[config.mk]
export PLATFORM = sky130hd
export DESIGN_NAME = i2c_bit_timer
export DESIGN_NICKNAME = d
export VERILOG_FILES = /design/src/rtl/i2c_bt_pkg.sv /design/src/rtl/i2c_bt_filt.sv /design/src/rtl/i2c_bt_seq.sv /design/src/rtl/i2c_bit_timer.sv
export SDC_FILE = /design/constraint.sdc
export NUM_CORES = 1
export LEC_CHECK = 0
export BUFFER_PORTS_ARGS = -buffer_cell sky130_fd_sc_hd__buf_2
export CAP_MARGIN = 0
export CORE_UTILIZATION = 54
export CTS_CLUSTER_DIAMETER = 50
export CTS_CLUSTER_SIZE = 14
export DETAILED_ROUTE_END_ITERATION = 12
export HOLD_SLACK_MARGIN = 0.06
export PLACE_DENSITY_LB_ADDON = 0.3
export RECOVER_POWER = 100
export SKIP_CTS_REPAIR_TIMING = 1
export SLEW_MARGIN = 20
export SYNTH_ARGS = -nofsm -noshare
export SYNTH_HDL_FRONTEND = slang
export SYNTH_SLANG_ARGS = --single-unit
[constraint.sdc]
create_clock -name clk -period 4.64 [get_ports clk]
set_clock_uncertainty 0.2 [all_clocks]
set_input_delay 0.464 -clock clk [delete_from_list [all_inputs] [get_ports clk]]
set_output_delay 0.464 -clock clk [all_outputs]
set_load 0.01 [all_outputs]
[src/rtl/i2c_bt_pkg.sv]
package i2c_bt_pkg;
  typedef enum logic [1:0] {
    OP_START = 2'd0,
    OP_STOP  = 2'd1,
    OP_WRITE = 2'd2,
    OP_READ  = 2'd3
  } bt_op_e;

  typedef enum logic [3:0] {
    S_IDLE, S_RS_LO, S_RS_WH, S_RS_H, S_ST_HOLD,
    S_B_LO1, S_B_LO2, S_B_WH, S_B_H,
    S_SP_LO, S_SP_WH, S_SP_H, S_BUF
  } bt_state_e;
endpackage

[src/rtl/i2c_bt_filt.sv]
module i2c_bt_filt #(
  parameter int LEN = 3
) (
  input  logic clk,
  input  logic rst,
  input  logic din,
  output logic dout
);
  logic [LEN-1:0] hist;

  always_ff @(posedge clk) begin
    if (rst) begin
      hist <= '1;
      dout <= 1'b1;
    end else begin
      hist <= {hist[LEN-2:0], din};
      if (&hist)       dout <= 1'b1;
      else if (~|hist) dout <= 1'b0;
    end
  end

  // a new filtered level must have been present on the raw input
  p_filter_follows_r12: assert property (@(posedge clk) disable iff (rst)
    (dout != $past(dout)) |-> ($past(din) == dout));
endmodule

[src/rtl/i2c_bt_seq.sv]
module i2c_bt_seq
  import i2c_bt_pkg::*;
#(
  parameter int CNT_W = 16
) (
  input  logic             clk,
  input  logic             rst,
  input  logic             run_en,
  input  logic [CNT_W-1:0] cfg_period,
  input  logic [CNT_W-1:0] cfg_low,
  input  logic [CNT_W-1:0] cfg_setup,
  input  logic [CNT_W-1:0] cfg_dsu,
  input  logic             cmd_valid,
  input  logic [1:0]       cmd_op,
  input  logic             cmd_bit,
  input  logic             scl_f,
  input  logic             sda_f,
  output logic             cmd_ready,
  output logic             done,
  output logic             rd_bit,
  output logic             arb_lost,
  output logic             bus_busy,
  output logic             stop_seen,
  output logic             drv_scl,
  output logic             drv_sda
);
  localparam logic [CNT_W-1:0] ONE = CNT_W'(1);

  bt_state_e        st;
  bt_op_e           op_q;
  logic             bit_q;
  logic [CNT_W-1:0] cnt;
  logic [CNT_W-1:0] t_high, t_mid, t_lo1;
  logic             last, fire;

  assign t_high    = cfg_period - cfg_low;
  assign t_mid     = t_high - (t_high >> 1);
  assign t_lo1     = cfg_low - cfg_dsu;
  assign last      = (cnt <= ONE);
  assign cmd_ready = (st == S_IDLE) && run_en;
  assign fire      = cmd_valid && cmd_ready;

  always_ff @(posedge clk) begin
    if (rst) begin
      st        <= S_IDLE;
      op_q      <= OP_WRITE;
      bit_q     <= 1'b0;
      cnt       <= '0;
      drv_scl   <= 1'b0;
      drv_sda   <= 1'b0;
      bus_busy  <= 1'b0;
      stop_seen <= 1'b0;
      arb_lost  <= 1'b0;
      rd_bit    <= 1'b0;
      done      <= 1'b0;
    end else begin
      done <= 1'b0;
      if (cnt != '0) cnt <= cnt - ONE;
      case (st)
        S_IDLE: if (fire) begin
          op_q  <= bt_op_e'(cmd_op);
          bit_q <= cmd_bit;
          case (bt_op_e'(cmd_op))
            OP_START: begin
              bus_busy  <= 1'b1;
              stop_seen <= 1'b0;
              arb_lost  <= 1'b0;
              if (bus_busy) begin
                st <= S_RS_LO;  drv_sda <= 1'b0; cnt <= cfg_low;
              end else begin
                st <= S_ST_HOLD; drv_sda <= 1'b1; cnt <= cfg_setup;
              end
            end
            OP_STOP: if (bus_busy) begin
              st <= S_SP_LO; drv_sda <= 1'b1; cnt <= cfg_low;
            end
            default: if (bus_busy) begin
              st <= S_B_LO1; cnt <= t_lo1;
            end
          endcase
        end
        S_RS_LO:   if (last) begin st <= S_RS_WH; drv_scl <= 1'b0; end
        S_RS_WH:   if (scl_f) begin st <= S_RS_H; cnt <= cfg_setup; end
        S_RS_H:    if (last) begin st <= S_ST_HOLD; drv_sda <= 1'b1; cnt <= cfg_setup; end
        S_ST_HOLD: if (last) begin st <= S_IDLE; drv_scl <= 1'b1; done <= 1'b1; end
        S_B_LO1:   if (last) begin
          st      <= S_B_LO2;
          drv_sda <= (op_q == OP_WRITE) ? ~bit_q : 1'b0;
          cnt     <= cfg_dsu;
        end
        S_B_LO2:   if (last) begin st <= S_B_WH; drv_scl <= 1'b0; end
        S_B_WH:    if (scl_f) begin st <= S_B_H; cnt <= t_high; end
        S_B_H: begin
          if (cnt == t_mid) begin
            if (op_q == OP_READ) rd_bit <= sda_f;
            if (op_q == OP_WRITE && bit_q && !sda_f) arb_lost <= 1'b1;
          end
          if (last) begin st <= S_IDLE; drv_scl <= 1'b1; done <= 1'b1; end
        end
        S_SP_LO:   if (last) begin st <= S_SP_WH; drv_scl <= 1'b0; end
        S_SP_WH:   if (scl_f) begin st <= S_SP_H; cnt <= cfg_setup; end
        S_SP_H:    if (last) begin
          st <= S_BUF; drv_sda <= 1'b0; bus_busy <= 1'b0; stop_seen <= 1'b1; cnt <= cfg_low;
        end
        S_BUF:     if (last) begin st <= S_IDLE; done <= 1'b1; end
        default:   st <= S_IDLE;
      endcase
    end
  end

  // inside a bit, SDA may only move while SCL was being held low
  p_sda_moves_low_r3: assert property (@(posedge clk) disable iff (rst)
    ((drv_sda != $past(drv_sda)) && ($past(st) inside {S_B_LO1, S_B_LO2, S_B_WH, S_B_H}))
      |-> $past(drv_scl));

  // the completion strobe lasts a single cycle
  p_done_pulse_r4: assert property (@(posedge clk) disable iff (rst)
    done |=> !done);

  // bit or stop requests on a free bus are dropped
  p_drop_idle_r9: assert property (@(posedge clk) disable iff (rst)
    (fire && !bus_busy && (cmd_op != OP_START)) |=> (st == S_IDLE && !done && !drv_sda));

  // the bus only becomes free together with the stop indication
  p_free_with_stop_r8: assert property (@(posedge clk) disable iff (rst)
    $fell(bus_busy) |-> stop_seen);

  // nothing is taken while not running
  p_gate_r11: assert property (@(posedge clk) disable iff (rst)
    (!run_en && st == S_IDLE) |=> (st == S_IDLE));
endmodule

[src/rtl/i2c_bit_timer.sv]
module i2c_bit_timer #(
  parameter int CNT_W    = 16,
  parameter int FILT_LEN = 3
) (
  input  logic             clk,
  input  logic             rst,
  input  logic             run_en,
  input  logic             scl_release,
  input  logic [CNT_W-1:0] cfg_period,
  input  logic [CNT_W-1:0] cfg_low,
  input  logic [CNT_W-1:0] cfg_setup,
  input  logic [CNT_W-1:0] cfg_dsu,
  input  logic             cmd_valid,
  input  logic [1:0]       cmd_op,
  input  logic             cmd_bit,
  output logic             cmd_ready,
  output logic             done,
  output logic             rd_bit,
  output logic             arb_lost,
  output logic             bus_busy,
  output logic             stop_seen,
  input  logic             scl_in,
  input  logic             sda_in,
  output logic             scl_oe,
  output logic             sda_oe,
  output logic             mon_scl,
  output logic             mon_sda
);
  localparam int NLINES = 2;

  logic [NLINES-1:0] raw, filt;
  logic              drv_scl, drv_sda, man_low;

  assign raw = {sda_in, scl_in};

  for (genvar i = 0; i < NLINES; i++) begin : g_line
    i2c_bt_filt #(.LEN(FILT_LEN)) u_filt (
      .clk  (clk),
      .rst  (rst),
      .din  (raw[i]),
      .dout (filt[i])
    );
  end

  i2c_bt_seq #(.CNT_W(CNT_W)) u_seq (
    .clk        (clk),
    .rst        (rst),
    .run_en     (run_en),
    .cfg_period (cfg_period),
    .cfg_low    (cfg_low),
    .cfg_setup  (cfg_setup),
    .cfg_dsu    (cfg_dsu),
    .cmd_valid  (cmd_valid),
    .cmd_op     (cmd_op),
    .cmd_bit    (cmd_bit),
    .scl_f      (filt[0]),
    .sda_f      (filt[1]),
    .cmd_ready  (cmd_ready),
    .done       (done),
    .rd_bit     (rd_bit),
    .arb_lost   (arb_lost),
    .bus_busy   (bus_busy),
    .stop_seen  (stop_seen),
    .drv_scl    (drv_scl),
    .drv_sda    (drv_sda)
  );

  always_ff @(posedge clk) begin
    if (rst) man_low <= 1'b0;
    else     man_low <= !scl_release && !bus_busy;
  end

  assign scl_oe  = drv_scl | man_low;
  assign sda_oe  = drv_sda;
  assign mon_scl = filt[0];
  assign mon_sda = filt[1];

  // a free bus with release withdrawn has SCL pulled low next cycle
  p_manual_low_r10: assert property (@(posedge clk) disable iff (rst)
    (!bus_busy && !scl_release) |=> scl_oe);
endmodule

==> summary.txt, run 1 <==
Power
  • Comb pwr share: 78.5%
  • Clock power share: 6.6%
  • Power per cell area: 494 nW/um2
  • Internal: 0.00175 W
  • Pleak: 3.17 nW
  • Sequential share of power: 14.9%
  • Worst VDD drop: 0.000292 V
  • Net switching power: 0.00181 W
  • Net Sw Frac: 51.0%

Place
  • Placed Cells: 1114
  • Post-DP HPWL: 15400 um
  • GPL Wtd Cong: 1.01
  • Placed instance area: 6960 um2
  • PortBufs: 83

Critical path
  • Worst reg-to-reg path cell count: 10
  • Max incr delay on CP: 590 ps
  • Worst-path cell chain: buf_8, inv_12, ha_4, inv_2, fa_2, a21o_1, a21oi_2, o21ai_2, and2_4, a21o_1, a21oi_2, xnor2_2, ha_4, xor2_4, o22ai_2, nor4_1, nand4_1, or4_1, or4_4, nor4_4, mux2i_1
  • Crit Path Max Fanout: 6
  • FF-to-FF End: u_seq.cnt[12]
  • Crit path kind: in -> reg
  • FF-to-FF setup slack: 620 ps
  • CP max stage cell: or4_4
  • Crit. path cell count: 21
  • Critical path buffers and inverters: 3
  • Worst Path Arrival: 4700 ps
  • Startpoint class of the critical path: input pin
  • CP Capture Type: flip-flop
  • Reg-to-Reg Start: u_seq.cnt[4]
  • CP delay by family, top: simple AND/OR/NAND/NOR gates
  • Req. time, crit path: 4680 ps

Floorplanning
  • Initial core utilization: 55.6%
  • Core box area: 10300 um2
  • IO Count: 84
  • Die area: 11000 um2
  • Die Span X: 105 um
  • Die boundary height: 105 um
  • Number of cell rows: 37

Cells and area
  • Finished Cell Area: 7210 um2
  • Final cell count without fillers: 1126
  • Final core utilization: 70.1%
  • Register Area: 781 um2
  • Filler cells: 907
  • Nets: 1114
  • Antenna Cells: 0
  • Area growth, synth to finish: 26.1%
  • Layout cells sized above 1: 23.2%
  • Multi-input combinational cell area: 4790 um2

Global routing
  • All-Layer GR Usage: 35.1%
  • Initial antenna violation count: 0
  • Number of global-route vias before repair: 6291
  • Largest net degree at the start of global routing: 44
  • Global-route wire length before repair: 30700 um
  • Total grt overflow: 0

Route
  • Final ANT Viol Nets: 0
  • First-pass detailed-route iteration total: 6
  • Top layer reached by signal wires: met4
  • Via-per-instance ratio: 6.06
  • DR WL met2: 8230 um
  • Detailed Route Iter0 Violations: 658
  • Routed via count: 6823
  • Met3 Routed Length: 2380 um
  • Residual DRC: 0
  • M1 WL: 8210 um
  • Post-Route WL: 19600 um
  • Avg WL per Cell: 17.4 um

Synth
  • Multiplexer area fraction after synthesis: 3.15%
  • Simple logic cell fraction of the synthesized area: 22.7%
  • Syn Nets: 963
  • Async SR Flop Fraction: 0%
  • Netlist cell types: 66
  • Mapped Avg Cell Area: 6.82 um2
  • Post-synthesis compound-gate area fraction: 32.6%
  • Cell Area, Synth: 5720 um2
  • Seq/Total Area, Yosys: 13.7%
  • Largest family of logic cells by synthesized area: compound AO/OA/AOI/OAI gates
  • Yosys Warn Count: 0
  • Count of state elements after synthesis: 39
  • Cell count after synthesis: 838
  • Top FF cell, synth: dfxtp_1
  • Post-synth EDFFs: 0
  • Post-synthesis adder-cell area fraction: 11.6%
  • Xor/xnor share of the synthesized area: 9.65%

STA
  • Slew Viols, Final: 82
  • Final Hold Vio Count: 0
  • RSZ-0062 raised after global routing: true
  • Tmin final: 4660 ps
  • PnR worst setup slack: -23.5 ps
  • Final Setup Violations: 2
  • Max frequency: 214 MHz
  • Slew at the pin closest to its max-slew limit: 1870 ps
  • Rel. slew slack: -24.6%
  • Period utilization: 101%

Clock network
  • Cts bufs inserted: 5
  • Worst-path clk slew: 80 ps
  • Sink Count: 39
  • Worst skew pair latency: 300 ps
  • CTS tree: built
  • H-Tree Level Count: 2
  • Maximum buffer depth of the clock tree: 2
  • Root buf cell: clkbuf_8

Run status
  • Failing checks: max-capacitance violations, max-slew violations, negative setup slack
  • Outcome: complete, but fails checks

Flow run
  • MaxCap Viol Count: 2

Hold path
  • Hold EP: man_low
  • Hold WC Path Type: in -> reg
  • Worst Hold Launch: scl_release
  • Hold Path Depth: 2
registers in the layout (all words and copies together) (netlist names), 2 cells and up:
register,count
g_line.u_filt.dout,2
g_line.u_filt.hist,6
u_seq.st,4
u_seq.op_q,2
u_seq.cnt,16
cell usage after synthesis (5+ instances only):
cell | count | area, um2
a22o_1 | 5 | 43.8
a22oi_1 | 8 | 60.1
o21a_1 | 9 | 67.6
nand3_1 | 13 | 65.1
nor3_1 | 20 | 100
mux2i_1 | 18 | 180
o21ai_0 | 72 | 360
clkbuf_1 | 28 | 105
nor2b_1 | 10 | 62.6
o31ai_1 | 6 | 45.0
buf_1 | 6 | 22.5
nor2_1 | 79 | 297
nand2_1 | 83 | 312
ha_1 | 48 | 601
or2_2 | 11 | 68.8
a21oi_1 | 80 | 400
o21bai_1 | 11 | 82.6
a211oi_1 | 10 | 75.1
dfxtp_1 | 39 | 781
xnor2_1 | 47 | 412
a31oi_1 | 17 | 106
a21o_1 | 14 | 105
o22ai_1 | 15 | 93.8
inv_1 | 62 | 233
xor2_1 | 16 | 140
and2_1 | 9 | 56.3
nand2b_1 | 14 | 87.6
o211ai_1 | 12 | 90.1
cell type report:
cell class / count / area share (%)
flip-flops and latches: 39 / 10.8
repair buffers: 180 / 15.6
well taps: 136 / 2.36
clock inverters: 3 / 0.278
multi-input cells: 700 / 66.5
clock buffers: 5 / 0.955
inverters: 63 / 3.45
layer usage:
layer / track usage [%] / up-vias
li1: - / 3326
met1: 46.1 / 3019
met2: 54.0 / 413
met3: 9.61 / 65
met4: 14.5 / 0
met5: 0 / -
worst max path at each step:
| stage | start | end | slack, ps |
|---|---|---|---|
| final | cfg_period[0] | u_seq.rd_bit | -20 |
| after global routing | cfg_low[1] | u_seq.rd_bit | -240 |
| after CTS | cfg_period[0] | u_seq.rd_bit | -210 |
| after detailed placement | cfg_period[0] | u_seq.rd_bit | -510 |
| after global placement | cfg_period[0] | u_seq.rd_bit | -440 |
| after floorplan | cfg_period[0] | u_seq.rd_bit | -30 |
power groups by stage:
stage | Clock [W] | Sequential (W) | Combinational (W)
after global routing | 0.000249 | 0.000542 | 0.00305
final | 0.000235 | 0.000531 | 0.00279
after CTS | 0.000234 | 0.000525 | 0.00265
after global placement | 0 | 0.000531 | 0.00262
after detailed placement | 0 | 0.000533 | 0.00264
after floorplan | 0 | 0.000486 | 0.00188
cells in the final DEF, fill, tap and decap left out, drive strengths merged, types with 10 or more instances in the layout:
| cell | netlist | routed |
|---|---|---|
| inv | 62 | 62 |
| xor2 | 16 | 16 |
| a21o | 14 | 14 |
| a211oi | 11 | 11 |
| dfxtp | 39 | 39 |
| nand2 | 83 | 83 |
| or2 | 11 | 11 |
| xnor2 | 47 | 47 |
| nand2b | 14 | 14 |
| a21oi | 80 | 80 |
| clkbuf | 28 | 19 |
| a31oi | 17 | 17 |
| o21ai | 73 | 73 |
| buf | 8 | 166 |
| nor3 | 21 | 21 |
| and2 | 10 | 10 |
| mux2i | 18 | 18 |
| ha | 48 | 48 |
| nand3 | 13 | 13 |
| o211ai | 12 | 12 |
| o22ai | 15 | 15 |
| nor2b | 10 | 10 |
| o21bai | 11 | 11 |
| nor2 | 79 | 79 |
cells by family after synthesis:
family                   count (synthesis)
AO/OA/AOI/OAI                          296
XOR/XNOR                                63
adder cells (fa/ha/maj)                 51
buffers and inverters                   99
flip-flops                              39
multiplexers                            18
AND/OR/NAND/NOR                        272
worst reg2reg max path: stages (launching register included):
cell and delay (ps):
dfxtp_1 390, or4_1 630, nor4b_1 720, o211ai_1 180, clkbuf_1 510, nand2_1 220, nand2_1 240, o21ai_0 230
o211ai_1 120, a211oi_1 250, o22ai_1 110
metrics by stage:
stage	worst slack, ps	power (W)	setup TNS, ps	hold slack (ps)
floorplan	-34.1	0.00236	-50.8	218
global placement	-440	0.00315	-859	229
detailed placement	-506	0.00317	-991	232
CTS	-208	0.00341	-394	109
global route	-243	0.00384	-458	112
finish	-23.5	0.00356	-45.7	109
Power figures use the tool's default switching activity.
==> inputs of run 2 (changes only) <==
CORE_ASPECT_RATIO = 0.75   (was not set)
==> summary.txt, run 2 (synthesized netlist as in run 1, its figures left out) <==
Run status
  • Outcome: complete, but fails checks
  • Failing checks: max-capacitance violations, max-slew violations, negative setup slack

STA
  • Final Setup Violations: 2 (unchanged)
  • PnR worst setup slack: -167 ps (-143 ps)
  • RSZ-0062 raised after global routing: true
  • Slew at the pin closest to its max-slew limit: 2040 ps (+169 ps)
  • Setup TNS: -239 ps (-193 ps)
  • Period utilization: 104% (+3.1 points)
  • Tmin final: 4810 ps (+143 ps)
  • Rel. slew slack: -35.9% (-11 points)
  • Final Hold Vio Count: 0 (unchanged)
  • Max frequency: 208 MHz (-3.0%)
  • Slew Viols, Final: 44 (-46%)

Global routing
  • Global-route wire length before repair: 33000 um (+7.6%)
  • Largest net degree at the start of global routing: 44 (unchanged)
  • Number of global-route vias before repair: 6511 (+3.5%)
  • All-Layer GR Usage: 37.8% (+2.8 points)
  • Initial antenna violation count: 0 (unchanged)
  • Total grt overflow: 0 (unchanged)

Critical path
  • Crit path kind: in -> reg
  • CP Capture Type: flip-flop
  • Crit Path Max Fanout: 5 (-1)
  • FF-to-FF setup slack: 570 ps (-50 ps)
  • Startpoint class of the critical path: input pin
  • FF-to-FF End: u_seq.cnt[10]
  • Reg-to-Reg Start: u_seq.cnt[4]
  • Worst reg-to-reg path cell count: 10 (unchanged)
  • Worst Path Arrival: 4830 ps (+130 ps)
  • Req. time, crit path: 4670 ps (about the same)

Cells and area
  • Biggest register: u_seq.cnt
  • Layout cells sized above 1: 23.0% (-0.23 points)
  • Final core utilization: 70.5% (+0.43 points)
  • Most frequent cells in the layout: buf_4, nand2_1, nor2_1
  • Nets: 1115 (+0.090%)
  • Antenna Cells: 0 (unchanged)
  • Filler cells: 909 (+0.22%)
  • Most common cell after layout, fill and taps aside: buf_4
  • Area growth, synth to finish: 27.0%
  • Max FFs per register: 16 (unchanged)
  • Top flop regs: u_seq.cnt: 16 flops, g_line.u_filt.hist: 6 flops, u_seq.st: 4 flops

Place
  • Post-DP HPWL: 16000 um (+4.0%)
  • PortBufs: 83 (unchanged)
  • GPL Wtd Cong: 1.02 (+1.1%)
  • Dpl ws: -572 ps (-65.8 ps)

Floorplanning
  • Die boundary height: 91.1 um (-13%)
  • Core box area: 10300 um2 (+0.12%)
  • Die Span X: 121 um (+15%)
  • Number of cell rows: 32 (-14%)
  • IO Count: 84 (unchanged)
  • Initial core utilization: 55.5% (-0.068 points)
  • Die area: 11000 um2 (about the same)

Route
  • Avg WL per Cell: 18.6 um (+7.3%)
  • Post-Route WL: 21000 um (+7.4%)
  • First-pass detailed-route iteration total: 8 (+2)
  • Detailed Route Iter0 Violations: 1020 (+55%)
  • Residual DRC: 0 (unchanged)
  • Final ANT Viol Nets: 0 (unchanged)
  • Via-per-instance ratio: 6.35 (+4.8%)
  • Routed via count: 7158 (+4.9%)

Hold path
  • Worst Hold Launch: scl_release
  • Hold WC Path Type: in -> reg
  • Hold EP: man_low
  • Hold Path Depth: 2 (unchanged)

Clock network
  • H-Tree Level Count: 2 (unchanged)
  • Sink Count: 39 (unchanged)
  • Cts bufs inserted: 5 (unchanged)
  • CTS tree: built
  • Root buf cell: clkbuf_16
  • Worst skew pair latency: 290 ps (about the same)
  • Maximum buffer depth of the clock tree: 2 (unchanged)
  • Worst-path clk slew: 60 ps (-20 ps)

Flow run
  • MaxCap Viol Count: 1 (-1)

Power
  • Pleak: 3.21 nW (+1.2%)
  • Power per cell area: 519 nW/um2 (+5.0%)
  • Worst VDD drop: 0.000415 V (+42%)
==> run 2: cell type report <==
cell class              count  area, um2  area share (%)
inverters                  63        249            3.43
clock inverters             3       43.8           0.603
well taps                 136        170            2.34
multi-input cells         700       4760            65.6
flip-flops and latches     39        781            10.8
repair buffers            181       1130            15.5
clock buffers               5        125            1.72
==> run 2: report_power, final <==
part / internal, W / switching (W)
Clock: 0.000254 / 0.000153
Combinational: 0.00120 / 0.00161
Sequential: 0.000414 / 0.000132
==> run 2: per-layer routing <==
metal / track usage (%) / share of wire, % / up-vias
met3: 10.1 / 12 / 98
met4: 15.2 / 4.3 / 0
li1: - / - / 3327
met2: 54.5 / 41 / 478
met5: 0 / 0 / -
met1: 52.8 / 43 / 3255
==> run 2: critical path, stage by stage <==
cell and delay, ps:
buf_6 110, inv_12 40, ha_4 110, inv_2 30
fa_2 330, a21o_1 180, a21oi_2 200, o21ai_2 120
and2_4 210, a41oi_2 220, xor2_1 220, inv_1 110
ha_4 280, a21oi_2 160, o21a_1 120, nor2_1 50
nor4_2 250, nand4_1 100, or4_1 520, or4_4 560
nor4_4 240, mux2i_1 190
==> run 2: worst max path at each step <==
stage,startpoint,end,slack (ps),depth (start not counted)
floorplan,cfg_period[0],u_seq.rd_bit,-30,21
global placement,cfg_period[0],u_seq.rd_bit,-430,21
detailed placement,cfg_period[0],u_seq.rd_bit,-570,21
CTS,cfg_period[0],u_seq.rd_bit,-280,21
global route,cfg_period[0],u_seq.rd_bit,-480,22
finish,cfg_period[0],u_seq.rd_bit,-170,22
==> run 2: metrics by stage <==
| stage | cell area, um2 | hold WS [ps] | instances | total power [W] |
|---|---|---|---|---|
| after floorplan | 5820 | 218 | 838 | 0.00236 |
| after global placement | 6980 | 229 | 1116 | 0.00314 |
| after detailed placement | 6980 | 245 | 1116 | 0.00319 |
| after CTS | 7150 | 145 | 1124 | 0.00362 |
| after global routing | 7260 | 142 | 1127 | 0.00403 |
| final | 7260 | 145 | 1127 | 0.00376 |
==> inputs of run 3 (changes only) <==
PLACE_DENSITY_LB_ADDON = 0.25   (was 0.3)
==> summary.txt, run 3 (synthesized netlist as in run 1, its figures left out) <==
Flow run
  • MaxCap Viol Count: 1 (unchanged)

STA
  • Final Setup Violations: 2 (unchanged)
  • Tmin final: 4800 ps (-4.57 ps)
  • RSZ-0062 raised after global routing: true
  • Slew Viols, Final: 44 (unchanged)
  • Slew at the pin closest to its max-slew limit: 1990 ps (-48.0 ps)
  • PnR worst setup slack: -162 ps (+4.57 ps)
  • Max frequency: 208 MHz (about the same)
  • Period utilization: 103% (about the same)
  • Rel. slew slack: -32.7% (+3.2 points)
  • Final Hold Vio Count: 0 (unchanged)

Hold path
  • Hold Path Depth: 2 (unchanged)
  • Hold WC Path Type: in -> reg
  • Hold EP: man_low
  • Worst Hold Launch: scl_release

Cells and area
  • Most frequent cells in the layout: buf_4, nand2_1, nor2_1
  • Multi-input combinational cell area: 4780 um2 (+0.39%)
  • Max FFs per register: 16 (unchanged)
  • Most common cell after layout, fill and taps aside: buf_4
  • Biggest register: u_seq.cnt
  • Final core utilization: 70.8% (+0.22 points)
  • Register Area: 781 um2 (unchanged)
  • Antenna Cells: 0 (unchanged)
  • Nets: 1115 (unchanged)
  • Area growth, synth to finish: 27.4%
  • Top flop regs: u_seq.cnt: 16 flops, g_line.u_filt.hist: 6 flops, u_seq.st: 4 flops
  • Filler cells: 893 (-1.8%)
  • Layout cells sized above 1: 23.1% (+0.10 points)

Global routing
  • All-Layer GR Usage: 37.5% (-0.34 points)
  • Global-route wire length before repair: 32300 um (-2.0%)
  • Largest net degree at the start of global routing: 44 (unchanged)
  • Total grt overflow: 0 (unchanged)
  • Initial antenna violation count: 0 (unchanged)
  • Number of global-route vias before repair: 6255 (-3.9%)

Route
  • Residual DRC: 0 (unchanged)
  • Post-Route WL: 20900 um (-0.38%)
  • Detailed Route Iter0 Violations: 904 (-11%)
  • Final ANT Viol Nets: 0 (unchanged)
  • Avg WL per Cell: 18.6 um (-0.38%)
  • Via-per-instance ratio: 6.27 (-1.2%)
  • Routed via count: 7069 (-1.2%)
  • First-pass detailed-route iteration total: 5 (-3)

Clock network
  • CTS tree: built
  • Maximum buffer depth of the clock tree: 2 (unchanged)
  • Root buf cell: clkbuf_16
  • H-Tree Level Count: 2 (unchanged)
  • Cts bufs inserted: 5 (unchanged)
  • Worst-path clk slew: 60 ps (about the same)
  • Worst skew pair latency: 290 ps (about the same)
  • Sink Count: 39 (unchanged)

Place
  • GPL Wtd Cong: 1.04 (+2.1%)
  • Dpl ws: -597 ps (-25.2 ps)
  • Post-DP HPWL: 16100 um (+0.36%)
  • PortBufs: 83 (unchanged)

Floorplanning
  • Die boundary height: 91.1 um (unchanged)
  • Initial core utilization: 55.5% (unchanged)
  • Die area: 11000 um2 (unchanged)
  • Die Span X: 121 um (unchanged)
  • IO Count: 84 (unchanged)
  • Core box area: 10300 um2 (unchanged)
  • Number of cell rows: 32 (unchanged)

Critical path
  • Req. time, crit path: 4660 ps (about the same)
  • Max incr delay on CP: 560 ps (about the same)
  • Worst reg-to-reg path cell count: 10 (unchanged)
  • Reg-to-Reg Start: u_seq.cnt[4]
  • Startpoint class of the critical path: input pin
  • CP max stage cell: or4_4
  • Critical path buffers and inverters: 4 (unchanged)
  • Worst-path cell chain: buf_8, inv_12, ha_4, inv_2, fa_2, a21o_1, a21oi_2, o21ai_2, and2_4, a21o_1, a21oi_2, xnor2_2, inv_2, ha_4, a21oi_4, o21a_1, nor2_2, nor4_2, nand4_1, or4_1, or4_4, nor4_4, mux2i_1
  • FF-to-FF End: u_seq.cnt[10]
  • CP Capture Type: flip-flop
  • Crit path kind: in -> reg
  • FF-to-FF setup slack: 500 ps (-70 ps)
  • CP delay by family, top: simple AND/OR/NAND/NOR gates
  • Worst Path Arrival: 4830 ps (about the same)
  • Crit Path Max Fanout: 4 (-1)

Power
  • Worst VDD drop: 0.000266 V (-36%)
  • Tot Pwr: 0.00377 W (+0.11%)
  • Pleak: 3.22 nW (+0.19%)
  • Power per cell area: 518 nW/um2 (-0.20%)

Run status
  • Outcome: complete, but fails checks
  • Failing checks: max-capacitance violations, max-slew violations, negative setup slack
## run 3: final cells by class
class | count | share of cell area, %
multi-input cells | 700 | 65.7
repair buffers | 181 | 15.5
flip-flops and latches | 39 | 10.7
inverters | 63 | 3.42
well taps | 136 | 2.34
clock buffers | 5 | 1.72
clock inverters | 3 | 0.601
## run 3: how the worst max path moves through the flow
stage	startpoint	cells past startpoint	slack (ps)	endpoint
after floorplan	cfg_period[0]	21	-30	u_seq.rd_bit
after global placement	cfg_period[0]	21	-430	u_seq.rd_bit
after detailed placement	cfg_period[0]	21	-600	u_seq.arb_lost
after CTS	cfg_period[0]	21	-310	u_seq.arb_lost
after global routing	cfg_period[0]	23	-350	u_seq.rd_bit
final	cfg_period[0]	23	-160	u_seq.rd_bit
## run 3: worst reg2reg max path, delay by kind of cell (launching register included)
family	cells	cell delay, ps
AOI/OAI and AO/OA	6	1360
buffers and inverters	1	480
DFF	1	390
and+or+nand+nor	3	1530
## run 3: metal layers
layer,routed length [um],GRT usage (%)
met1,8970,55.1
met2,8500,54.6
met3,2680,6.16
met4,777,12.9
met5,0,0
## run 3: power breakdown
group / leakage, nW / internal, W / total [W] / switching, W
registers: 0.319 / 0.000414 / 0.000547 / 0.000133
logic: 2.81 / 0.00121 / 0.00282 / 0.00161
clock network: 0.0838 / 0.000254 / 0.000404 / 0.000151
## run 3: per-stage QoR
stage	instance area [um2]	hold WS, ps	instances	setup TNS, ps
CTS	7160	125	1126	-619
floorplan	5820	218	838	-50.8
global route	7280	132	1127	-638
global placement	6990	232	1118	-841
detailed placement	6990	237	1118	-1190
finish	7280	125	1127	-282
